==> src/rtl/rstcfg_bank.sv <==
module rstcfg_bank #(
  parameter int IDX_W     = 8,
  parameter int PULSE_LEN = 16,
  parameter logic [IDX_W-1:0] CTRL_IDX = IDX_W'('h44),
  parameter logic [IDX_W-1:0] FEN_IDX  = IDX_W'('h46),
  parameter logic [IDX_W-1:0] MEN_IDX  = IDX_W'('h47)
) (
  input  logic             clk,
  input  logic             por_n,
  input  logic             cfg_wr,
  input  logic [IDX_W-1:0] cfg_idx,
  input  logic [7:0]       cfg_wdata,
  output logic [7:0]       cfg_rdata,
  output logic             ide_rst_n,
  output logic             ide_rst_oe,
  output logic             pci_rst_n,
  output logic             sys_rst,
  output logic [4:0]       fn_en,
  output logic             lpc_dec_en,
  output logic             gpio_dec_en
);
  localparam int CW = $clog2(PULSE_LEN + 1);

  logic [CW-1:0] pulse_cnt;
  logic          ide_bit, pci_bit, oe_q, warm_seen;
  logic [4:0]    fen_q;
  logic [1:0]    men_q;

  wire open_wr = cfg_wr && !sys_rst;
  wire wr_ctl  = open_wr && (cfg_idx == CTRL_IDX);
  wire wr_fen  = open_wr && (cfg_idx == FEN_IDX);
  wire wr_men  = open_wr && (cfg_idx == MEN_IDX);
  wire warm_go = wr_ctl && cfg_wdata[0];

  always_ff @(posedge clk or negedge por_n) begin
    if (!por_n) begin
      pulse_cnt <= '0;
      ide_bit   <= 1'b0;
      pci_bit   <= 1'b0;
      oe_q      <= 1'b0;
      warm_seen <= 1'b0;
      fen_q     <= 5'h1f;
      men_q     <= 2'b00;
    end else if (warm_go) begin
      pulse_cnt <= CW'(PULSE_LEN);
      ide_bit   <= 1'b0;
      pci_bit   <= 1'b0;
      oe_q      <= 1'b0;
      warm_seen <= 1'b1;
      fen_q     <= 5'h1f;
      men_q     <= 2'b00;
    end else begin
      if (pulse_cnt != '0) pulse_cnt <= pulse_cnt - 1'b1;
      if (wr_ctl) begin
        ide_bit <= cfg_wdata[2];
        pci_bit <= cfg_wdata[1];
        if (cfg_wdata[2]) oe_q <= 1'b1;
      end
      if (wr_fen) fen_q <= cfg_wdata[5:1];
      if (wr_men) men_q <= cfg_wdata[2:1];
    end
  end

  assign sys_rst     = (pulse_cnt != '0);
  assign ide_rst_n   = !ide_bit;
  assign ide_rst_oe  = oe_q;
  assign pci_rst_n   = !pci_bit;
  assign fn_en       = fen_q;
  assign lpc_dec_en  = men_q[1];
  assign gpio_dec_en = men_q[0];

  always_comb begin
    cfg_rdata = 8'h00;
    if (cfg_idx == CTRL_IDX)     cfg_rdata = {5'b0, ide_bit, pci_bit, !warm_seen};
    else if (cfg_idx == FEN_IDX) cfg_rdata = {2'b11, fen_q, 1'b0};
    else if (cfg_idx == MEN_IDX) cfg_rdata = {5'b0, men_q, 1'b0};
  end
endmodule

==> config.mk <==
export PLATFORM = sky130hd
export DESIGN_NAME = rstcfg_bank
export DESIGN_NICKNAME = d
export VERILOG_FILES = /design/src/rtl/rstcfg_bank.sv
export SDC_FILE = /design/constraint.sdc
export NUM_CORES = 1
export LEC_CHECK = 0
export BUFFER_PORTS_ARGS = -buffer_cell sky130_fd_sc_hd__buf_2
export CAP_MARGIN = 15
export CORE_ASPECT_RATIO = 1.2
export CORE_MARGIN = 2
export CORE_UTILIZATION = 42
export DETAILED_ROUTE_END_ITERATION = 16
export HOLD_SLACK_MARGIN = 0.12
export PLACE_DENSITY = 0.72
export SLEW_MARGIN = 15
export SYNTH_ARGS = -nofsm -noshare
export SYNTH_HDL_FRONTEND = slang
export SYNTH_SLANG_ARGS = --single-unit
export TNS_END_PERCENT = 100
==> constraint.sdc <==
create_clock -name clk -period 2.4 [get_ports clk]
set_input_delay 0.6 -clock clk [delete_from_list [all_inputs] [get_ports clk]]
set_output_delay 0.6 -clock clk [all_outputs]
set_load 0.03 [all_outputs]
==> flow_summary.html, run 1 <==
<table>
<tr><th>Metric</th><th>Value</th></tr>
<tr><th colspan="2">Floorplanning</th></tr>
<tr><td>Total Die Area</td><td>between 2000 and 2500 um^2</td></tr>
<tr><td>Height of the chip</td><td>roughly 54 um</td></tr>
<tr><td>Top-level I/O count</td><td>38</td></tr>
<tr><td>Row count</td><td>18</td></tr>
<tr><td>Die Wd</td><td>~46 um</td></tr>
<tr><td>Floorplan core area</td><td>about 2000 um^2</td></tr>
<tr><td>Starting Density</td><td>0.437</td></tr>
<tr><th colspan="2">CTS</th></tr>
<tr><td>CTS Buf Count</td><td>3</td></tr>
<tr><td>Clock tree from TritonCTS</td><td>done</td></tr>
<tr><td>Number of levels the H-tree was split into</td><td>1</td></tr>
<tr><td>Latest clock arrival within the worst-skew pair</td><td>between 0.2 and 0.3 ns</td></tr>
<tr><td>CTS Buffer Depth</td><td>2</td></tr>
<tr><td>Count of instances resized after the clock tree is built</td><td>0</td></tr>
<tr><td>Number of post-CTS setup repair buffers</td><td>0</td></tr>
<tr><td>CTS clock-pin slew for the worst setup and hold paths</td><td>0.09 ns</td></tr>
<tr><td>Clk Tree Root Cell</td><td>sky130_fd_sc_hd__clkbuf_4</td></tr>
<tr><td>TritonCTS sink count</td><td>16</td></tr>
<tr><td>Hold buffer count at CTS</td><td>0</td></tr>
<tr><th colspan="2">STA</th></tr>
<tr><td>RSZ-0062 raised after global routing</td><td>false</td></tr>
<tr><td>Tightest Pin Transition</td><td>around 0.38 ns</td></tr>
<tr><td>Final Hold Viols</td><td>0</td></tr>
<tr><td>Post-Route Skew</td><td>between 0.005 and 0.006 ns</td></tr>
<tr><td>Slew Limit Headroom</td><td>0.747</td></tr>
<tr><td>Min setup slack post-route</td><td>just over 0.1 ns</td></tr>
<tr><td>Min Tclk post-route</td><td>2.30 ns</td></tr>
<tr><td>Share of the clock period used by the worst path</td><td>0.958</td></tr>
<tr><td>Max-slew violation count</td><td>0</td></tr>
<tr><td>Final count of negative-setup-slack endpoints</td><td>0</td></tr>
<tr><td>Highest clock frequency the design can meet</td><td>between 0.4 and 0.5 GHz</td></tr>
<tr><th colspan="2">Setup path</th></tr>
<tr><td>Category of the most critical setup path</td><td>input pin to output pin</td></tr>
<tr><td>Arrival time at the worst endpoint</td><td>approximately 1.7 ns</td></tr>
<tr><td>Crit path launch type</td><td>input pin</td></tr>
<tr><td>Register-to-Register Setup Slack</td><td>about 0.34 ns</td></tr>
<tr><td>Nature of the critical path endpoint</td><td>output pin</td></tr>
<tr><td>Data required time of the critical path</td><td>1.80 ns</td></tr>
<tr><td>Crit Path Max Fanout</td><td>5</td></tr>
<tr><th colspan="2">Detailed routing</th></tr>
<tr><td>Highest Signal Layer</td><td>met4</td></tr>
<tr><td>Average vias per placed instance</td><td>about 5.4</td></tr>
<tr><td>Total wire length after detailed routing</td><td>around 1900 um</td></tr>
<tr><td>Routed wire per std cell</td><td>approximately 14 um</td></tr>
<tr><td>Count of vias placed by the detailed router</td><td>761</td></tr>
<tr><td>DRT Pass-1 Iters</td><td>4</td></tr>
<tr><td>Antenna-violating nets left</td><td>0</td></tr>
<tr><td>Initial detailed-routing violation count</td><td>9</td></tr>
<tr><td>DRC Markers</td><td>0</td></tr>
<tr><td>Met1 wire length</td><td>~800 um</td></tr>
<tr><td>Routed met2 length</td><td>roughly 1100 um</td></tr>
<tr><td>Met3 wire length</td><td>58 um</td></tr>
<tr><th colspan="2">Pwr</th></tr>
<tr><td>Net switching power figure</td><td>between 0.2 and 0.25 mW</td></tr>
<tr><td>Proportion of total power due to net switching</td><td>0.330</td></tr>
<tr><td>Worst vdd ir</td><td>between 300 and 400 uV</td></tr>
<tr><td>Cell internal pwr</td><td>0.481 mW</td></tr>
<tr><td>Leak Pwr</td><td>about 0.6 nW</td></tr>
<tr><td>Power per unit of standard cell area</td><td>650 nW/um^2</td></tr>
<tr><td>Share of total power in combinational logic</td><td>0.300</td></tr>
<tr><td>Clock network fraction of total power</td><td>0.202</td></tr>
<tr><td>Share of total power in sequential cells</td><td>0.498</td></tr>
<tr><th colspan="2">Yosys</th></tr>
<tr><td>Cell with the most instances after synthesis</td><td>sky130_fd_sc_hd__dfrtp_1</td></tr>
<tr><td>Proportion of netlist area held by the largest area contributor</td><td>0.314</td></tr>
<tr><td>Most instantiated cells after synthesis</td><td>11 x sky130_fd_sc_hd__dfrtp_1, 10 x sky130_fd_sc_hd__nand2_1, 9 x sky130_fd_sc_hd__nor2_1</td></tr>
<tr><td>Count of different cell masters after synthesis</td><td>31</td></tr>
<tr><td>Post-Syn Area</td><td>a little under 900 um^2</td></tr>
<tr><td>Top post-synthesis cells by area</td><td>sky130_fd_sc_hd__dfrtp_1 31%, sky130_fd_sc_hd__dfstp_2 15%, sky130_fd_sc_hd__mux2i_1 5.7%, sky130_fd_sc_hd__nand2_1 4.3%, sky130_fd_sc_hd__nor2_1 3.9%</td></tr>
<tr><td>Count of flip-flops with a built-in enable after synthesis</td><td>0</td></tr>
<tr><td>Share of synthesized registers carrying an async set or reset</td><td>1.00</td></tr>
<tr><td>Mapped Cells</td><td>85</td></tr>
<tr><td>Count of warnings emitted by yosys</td><td>0</td></tr>
<tr><td>Yosys top cell by area</td><td>sky130_fd_sc_hd__dfrtp_1</td></tr>
<tr><td>Average cell area after synthesis</td><td>slightly above 10 um^2</td></tr>
<tr><td>Most instantiated flip-flop cell in the synthesis netlist</td><td>sky130_fd_sc_hd__dfrtp_1</td></tr>
<tr><td>Post-synthesis net count</td><td>between 100 and 150</td></tr>
<tr><td>Number of flip-flops and latches in the synthesized netlist</td><td>16</td></tr>
<tr><td>Sequential share of the synthesized area</td><td>0.464</td></tr>
<tr><th colspan="2">Global routing</th></tr>
<tr><td>Largest net degree at the start of global routing</td><td>17</td></tr>
<tr><td>First-pass GRT wire length</td><td>approximately 3000 um</td></tr>
<tr><td>Total congestion overflow</td><td>0</td></tr>
<tr><td>Tot GR Track Use</td><td>0.164</td></tr>
<tr><td>Number of antenna violations at the first check in global routing</td><td>0</td></tr>
<tr><td>Via count of the first global-routing pass</td><td>715</td></tr>
<tr><th colspan="2">Layout</th></tr>
<tr><td>Signed area change from the synthesized netlist to the final layout</td><td>26.0%</td></tr>
<tr><td>Layout cell share with drive strength beyond 1</td><td>0.463</td></tr>
<tr><td>Core occupancy in the finished layout</td><td>0.551</td></tr>
<tr><td>Post-layout instance count excluding filler cells</td><td>approximately 140</td></tr>
<tr><td>Post-layout nets</td><td>142</td></tr>
<tr><td>Final antenna diode count</td><td>0</td></tr>
<tr><th colspan="2">Placed design</th></tr>
<tr><td>Number of port buffers</td><td>35</td></tr>
<tr><td>Global placement routability congestion</td><td>roughly 0.8</td></tr>
<tr><td>Post-place setup slack</td><td>just over 0.08 ns</td></tr>
<tr><td>Count of placed standard cells including taps</td><td>roughly 140</td></tr>
<tr><td>Post-DP HPWL</td><td>approximately 1500 um</td></tr>
<tr><th colspan="2">Job</th></tr>
<tr><td>Max-cap violations</td><td>0</td></tr>
<tr><th colspan="2">Worst hold path</th></tr>
<tr><td>Type of the tightest min-delay check</td><td>input pin to asynchronous set/reset pin</td></tr>
<tr><th colspan="2">Outcome</th></tr>
<tr><td>Run status</td><td>complete, no violations</td></tr>
</table>
kinds of logic (layout without fill, tap and decap cells):
family | Yosys count | in the layout | share of synthesized area
fa+ha+maj | 1 | 1 | 0.0143
mux | 5 | 5 | 0.0571
xor+xnor | 1 | 1 | 0.0100
compound gates | 13 | 13 | 0.124
flops | 16 | 16 | 0.464
simple gates | 40 | 40 | 0.279
buf+inv | 9 | 45 | 0.0514
critical path, stage by stage:
cell and delay (ns):
sky130_fd_sc_hd__buf_2 0.09, sky130_fd_sc_hd__and4bb_2 0.30, sky130_fd_sc_hd__nand2_1 0.10, sky130_fd_sc_hd__nor3b_4 0.25, sky130_fd_sc_hd__and2_2 0.17, sky130_fd_sc_hd__buf_2 0.18
area by class of cell:
class | count | area [um^2]
clock buffer | 4 | 26.3
fill | 169 | 901
inverter | 5 | 18.8
multi-input combinational | 60 | 444
sequential | 16 | 407
tap | 20 | 25.0
timing repair buffer | 36 | 183
final timing paths:
check	end	start	depth (start not counted)
min reg2reg	warm_seen$_DFFE_PN0P_	warm_seen$_DFFE_PN0P_	1
max reg2reg	fn_en[3]$_DFFE_PN1P_	pulse_cnt[0]$_DFFE_PN0P_	6
min	pulse_cnt[3]$_DFFE_PN0P_	por_n	1
min in group clk	warm_seen$_DFFE_PN0P_	warm_seen$_DFFE_PN0P_	1
max	cfg_rdata[5]	cfg_idx[3]	6
max in group asynchronous	fn_en[0]$_DFFE_PN1P_	por_n	1
state kept, by name, summed over array words and instances, names as in the netlist:
register	cells
warm_seen	1
men_q	2
ide_bit	1
fn_en	5
pci_bit	1
ide_rst_oe	1
pulse_cnt	5
metal layers:
layer | GRT usage | up-vias
met4 | 0.0735 | 0
met5 | 0 | -
met3 | 0.0201 | 2
met1 | 0.185 | 378
li1 | - | 369
met2 | 0.298 | 12
power groups by stage:
stage	clock network (mW)	logic [mW]	registers (mW)
finish	0.145	0.215	0.357
floorplan	0	0.158	0.363
detailed placement	0	0.218	0.363
CTS	0.152	0.219	0.358
global placement	0	0.212	0.360
global route	0.158	0.243	0.360
placed cells by master, fill, tap and decap left out, types with 2 or more instances in the layout:
cell	synthesis	routed
sky130_fd_sc_hd__a21o_1	2	2
sky130_fd_sc_hd__a31oi_1	4	4
sky130_fd_sc_hd__and2_2	1	3
sky130_fd_sc_hd__and3_1	2	2
sky130_fd_sc_hd__buf_2	0	35
sky130_fd_sc_hd__clkbuf_4	0	3
sky130_fd_sc_hd__dfrtp_1	11	11
sky130_fd_sc_hd__dfstp_2	5	5
sky130_fd_sc_hd__inv_1	5	5
sky130_fd_sc_hd__mux2i_1	5	5
sky130_fd_sc_hd__nand2_1	10	10
sky130_fd_sc_hd__nand2b_1	3	3
sky130_fd_sc_hd__nand3_1	2	2
sky130_fd_sc_hd__nor2_1	9	9
sky130_fd_sc_hd__nor3b_4	1	2
sky130_fd_sc_hd__o221a_2	2	2
sky130_fd_sc_hd__o22a_1	3	3
sky130_fd_sc_hd__o22a_2	2	2
through the flow:
stage | power, mW | TNS [ns] | cell area [um^2] | hold slack [ns]
finish | 0.717 | 0 | 1100 | 0.214
global route | 0.761 | 0 | 1100 | 0.234
CTS | 0.730 | 0 | 1100 | 0.222
detailed placement | 0.581 | 0 | 1080 | 0.477
global placement | 0.572 | 0 | 1080 | 0.473
floorplan | 0.521 | -0.00695 | 896 | 0.304
No activity file was read; power rests on OpenSTA's default activity.
==> inputs of run 2 (changes only) <==
Settings changed: CTS_BUF_LIST set to sky130_fd_sc_hd__clkbuf_8.
==> flow_summary.html, run 2 (synthesis gave the netlist of run 1 again) <==
<table>
<tr><th>Metric</th><th>Value</th></tr>
<tr><th colspan="2">Outcome</th></tr>
<tr><td>Run status</td><td>complete, no violations</td></tr>
<tr><th colspan="2">STA</th></tr>
<tr><td>Final count of negative-setup-slack endpoints</td><td>0</td></tr>
<tr><td>Share of the clock period used by the worst path</td><td>0.958</td></tr>
<tr><td>Min Tclk post-route</td><td>approximately 2.3 ns</td></tr>
<tr><td>Max-slew violation count</td><td>0</td></tr>
<tr><td>Post-Route Skew</td><td>0.00829 ns</td></tr>
<tr><td>RSZ-0062 raised after global routing</td><td>false</td></tr>
<tr><td>Highest clock frequency the design can meet</td><td>roughly 0.43 GHz</td></tr>
<tr><td>Slew Limit Headroom</td><td>0.747</td></tr>
<tr><td>Tightest Pin Transition</td><td>0.378 ns</td></tr>
<tr><td>Final Hold Viols</td><td>0</td></tr>
<tr><th colspan="2">CTS</th></tr>
<tr><td>Count of instances resized after the clock tree is built</td><td>0</td></tr>
<tr><td>TritonCTS sink count</td><td>16</td></tr>
<tr><td>Latest clock arrival within the worst-skew pair</td><td>0.25 ns</td></tr>
<tr><td>Clk Tree Root Cell</td><td>sky130_fd_sc_hd__clkbuf_8</td></tr>
<tr><td>Clock tree from TritonCTS</td><td>done</td></tr>
<tr><td>Number of post-CTS setup repair buffers</td><td>0</td></tr>
<tr><td>Hold buffer count at CTS</td><td>0</td></tr>
<tr><td>CTS Buffer Depth</td><td>2</td></tr>
<tr><td>CTS Buf Count</td><td>3</td></tr>
<tr><td>CTS clock-pin slew for the worst setup and hold paths</td><td>0.07 ns</td></tr>
<tr><td>Number of levels the H-tree was split into</td><td>1</td></tr>
<tr><th colspan="2">Floorplanning</th></tr>
<tr><td>Die Wd</td><td>roughly 46 um</td></tr>
<tr><td>Total Die Area</td><td>about 2500 um^2</td></tr>
<tr><td>Top-level I/O count</td><td>38</td></tr>
<tr><td>Floorplan core area</td><td>approximately 2000 um^2</td></tr>
<tr><td>Starting Density</td><td>0.437</td></tr>
<tr><td>Height of the chip</td><td>between 50 and 60 um</td></tr>
<tr><td>Row count</td><td>18</td></tr>
<tr><th colspan="2">Layout</th></tr>
<tr><td>Commonest non-fill, non-tap cells in the layout</td><td>35 x sky130_fd_sc_hd__buf_2, 11 x sky130_fd_sc_hd__dfrtp_1, 10 x sky130_fd_sc_hd__nand2_1</td></tr>
<tr><td># fillers</td><td>roughly 170</td></tr>
<tr><td>Core occupancy in the finished layout</td><td>0.560</td></tr>
<tr><td>Reg area</td><td>roughly 410 um^2</td></tr>
<tr><td>Most common cell after layout, fill and taps aside</td><td>sky130_fd_sc_hd__buf_2</td></tr>
<tr><td>Final antenna diode count</td><td>0</td></tr>
<tr><td>Final design instance area without fill</td><td>roughly 1100 um^2</td></tr>
<tr><td>Signed area change from the synthesized netlist to the final layout</td><td>28.1%</td></tr>
<tr><td>Post-layout nets</td><td>142</td></tr>
<tr><td>Layout cell share with drive strength beyond 1</td><td>0.463</td></tr>
<tr><td>Area used by multi-input combinational logic</td><td>~440 um^2</td></tr>
<tr><th colspan="2">Global routing</th></tr>
<tr><td>Number of antenna violations at the first check in global routing</td><td>0</td></tr>
<tr><td>Tot GR Track Use</td><td>0.162</td></tr>
<tr><td>Total congestion overflow</td><td>0</td></tr>
<tr><td>First-pass GRT wire length</td><td>2900 um</td></tr>
<tr><td>Largest net degree at the start of global routing</td><td>17</td></tr>
<tr><td>Via count of the first global-routing pass</td><td>715</td></tr>
<tr><th colspan="2">Detailed routing</th></tr>
<tr><td>Antenna-violating nets left</td><td>0</td></tr>
<tr><td>Total wire length after detailed routing</td><td>about 1900 um</td></tr>
<tr><td>DRT Pass-1 Iters</td><td>4</td></tr>
<tr><td>DRC Markers</td><td>0</td></tr>
<tr><td>Count of vias placed by the detailed router</td><td>769</td></tr>
<tr><td>Average vias per placed instance</td><td>~5.5</td></tr>
<tr><td>Initial detailed-routing violation count</td><td>12</td></tr>
<tr><td>Routed wire per std cell</td><td>~13 um</td></tr>
<tr><th colspan="2">Pwr</th></tr>
<tr><td>Leak Pwr</td><td>0.605 nW</td></tr>
<tr><td>Worst vdd ir</td><td>between 400 and 500 uV</td></tr>
<tr><td>Power per unit of standard cell area</td><td>about 690 nW/um^2</td></tr>
<tr><th colspan="2">Setup path</th></tr>
<tr><td>Cell Chain, Critical Path</td><td>buf_2 -&gt; and4bb_2 -&gt; nand2_1 -&gt; nor3b_4 -&gt; and2_2 -&gt; buf_2</td></tr>
<tr><td>Nature of the critical path endpoint</td><td>output pin</td></tr>
<tr><td>Arrival time at the worst endpoint</td><td>1.70 ns</td></tr>
<tr><td>Crit Path Max Fanout</td><td>5</td></tr>
<tr><td>Crit path launch type</td><td>input pin</td></tr>
<tr><td>CP peak stage delay</td><td>~0.3 ns</td></tr>
<tr><td>Category of the most critical setup path</td><td>input pin to output pin</td></tr>
<tr><td>Master of the slowest instance on the critical path</td><td>sky130_fd_sc_hd__and4bb_2</td></tr>
<tr><td>Data required time of the critical path</td><td>between 1.5 and 2 ns</td></tr>
<tr><td>Most prevalent standard cell on the critical path</td><td>sky130_fd_sc_hd__buf_2</td></tr>
<tr><th colspan="2">Job</th></tr>
<tr><td>Max-cap violations</td><td>0</td></tr>
<tr><th colspan="2">Worst hold path</th></tr>
<tr><td>Type of the tightest min-delay check</td><td>input pin to asynchronous set/reset pin</td></tr>
<tr><th colspan="2">Placed design</th></tr>
<tr><td>Post-DP HPWL</td><td>1490 um</td></tr>
<tr><td>Placed cell areas</td><td>between 1000 and 1500 um^2</td></tr>
<tr><td>Global placement routability congestion</td><td>between 0.7 and 0.8</td></tr>
<tr><td>Number of port buffers</td><td>35</td></tr>
</table>
## run 2: cell count changes in the layout (fill, tap and decap cells not counted), sizes merged
cell / delta
clkbuf: -1
inv: +1
## run 2: worst max-delay path: cells and delay by family
family / cells / cell delay (ns)
buf+inv: 2 / 0.27
simple gates: 4 / 0.82
## run 2: area by class of cell
class / count / share of cell area
tap: 20 / 0.0223
inverter: 5 / 0.0167
multi-input combinational: 60 / 0.396
clock buffer: 3 / 0.0368
clock inverter: 1 / 0.00334
timing repair buffer: 36 / 0.163
sequential: 16 / 0.362
## run 2: stage by stage
stage	hold slack (ns)	power, mW	setup WS [ns]	cells	setup TNS (ns)
floorplan	0.304	0.521	-0.00695	85	-0.00695
global placement	0.473	0.572	0.104	137	0
detailed placement	0.477	0.581	0.0830	137	0
CTS	0.269	0.784	0.0827	141	0
global route	0.282	0.819	0.0123	141	0
finish	0.255	0.775	0.101	141	0
## run 2: worst paths after layout
kind                                     startpoint                       end  slack [ns]  cells past startpoint
min                                           por_n  pulse_cnt[3]$_DFFE_PN0P_        0.25                      1
max                                      cfg_idx[3]              cfg_rdata[5]        0.10                      6
max in group asynchronous                     por_n      fn_en[0]$_DFFE_PN1P_        1.83                      1
max reg2reg                pulse_cnt[0]$_DFFE_PN0P_      fn_en[3]$_DFFE_PN1P_        0.33                      6
min in group clk              warm_seen$_DFFE_PN0P_     warm_seen$_DFFE_PN0P_        0.49                      1
min reg2reg                   warm_seen$_DFFE_PN0P_     warm_seen$_DFFE_PN0P_        0.49                      1
## run 2: metal layers
layer	share of wire	vias up	global-route usage	routed length, um
met5	0	-	0	0
met4	0.0090	0	0.0588	17
met3	0.039	4	0.0302	74
met2	0.54	20	0.298	1030
met1	0.41	373	0.181	771
li1	-	372	-	-
## run 2: power breakdown
| group | total, mW | internal [mW] | switching (mW) |
|---|---|---|---|
| clock | 0.202 | 0.113 | 0.0887 |
| sequential | 0.358 | 0.315 | 0.0426 |
| combinational | 0.215 | 0.102 | 0.113 |
| total | 0.775 | 0.530 | 0.245 |
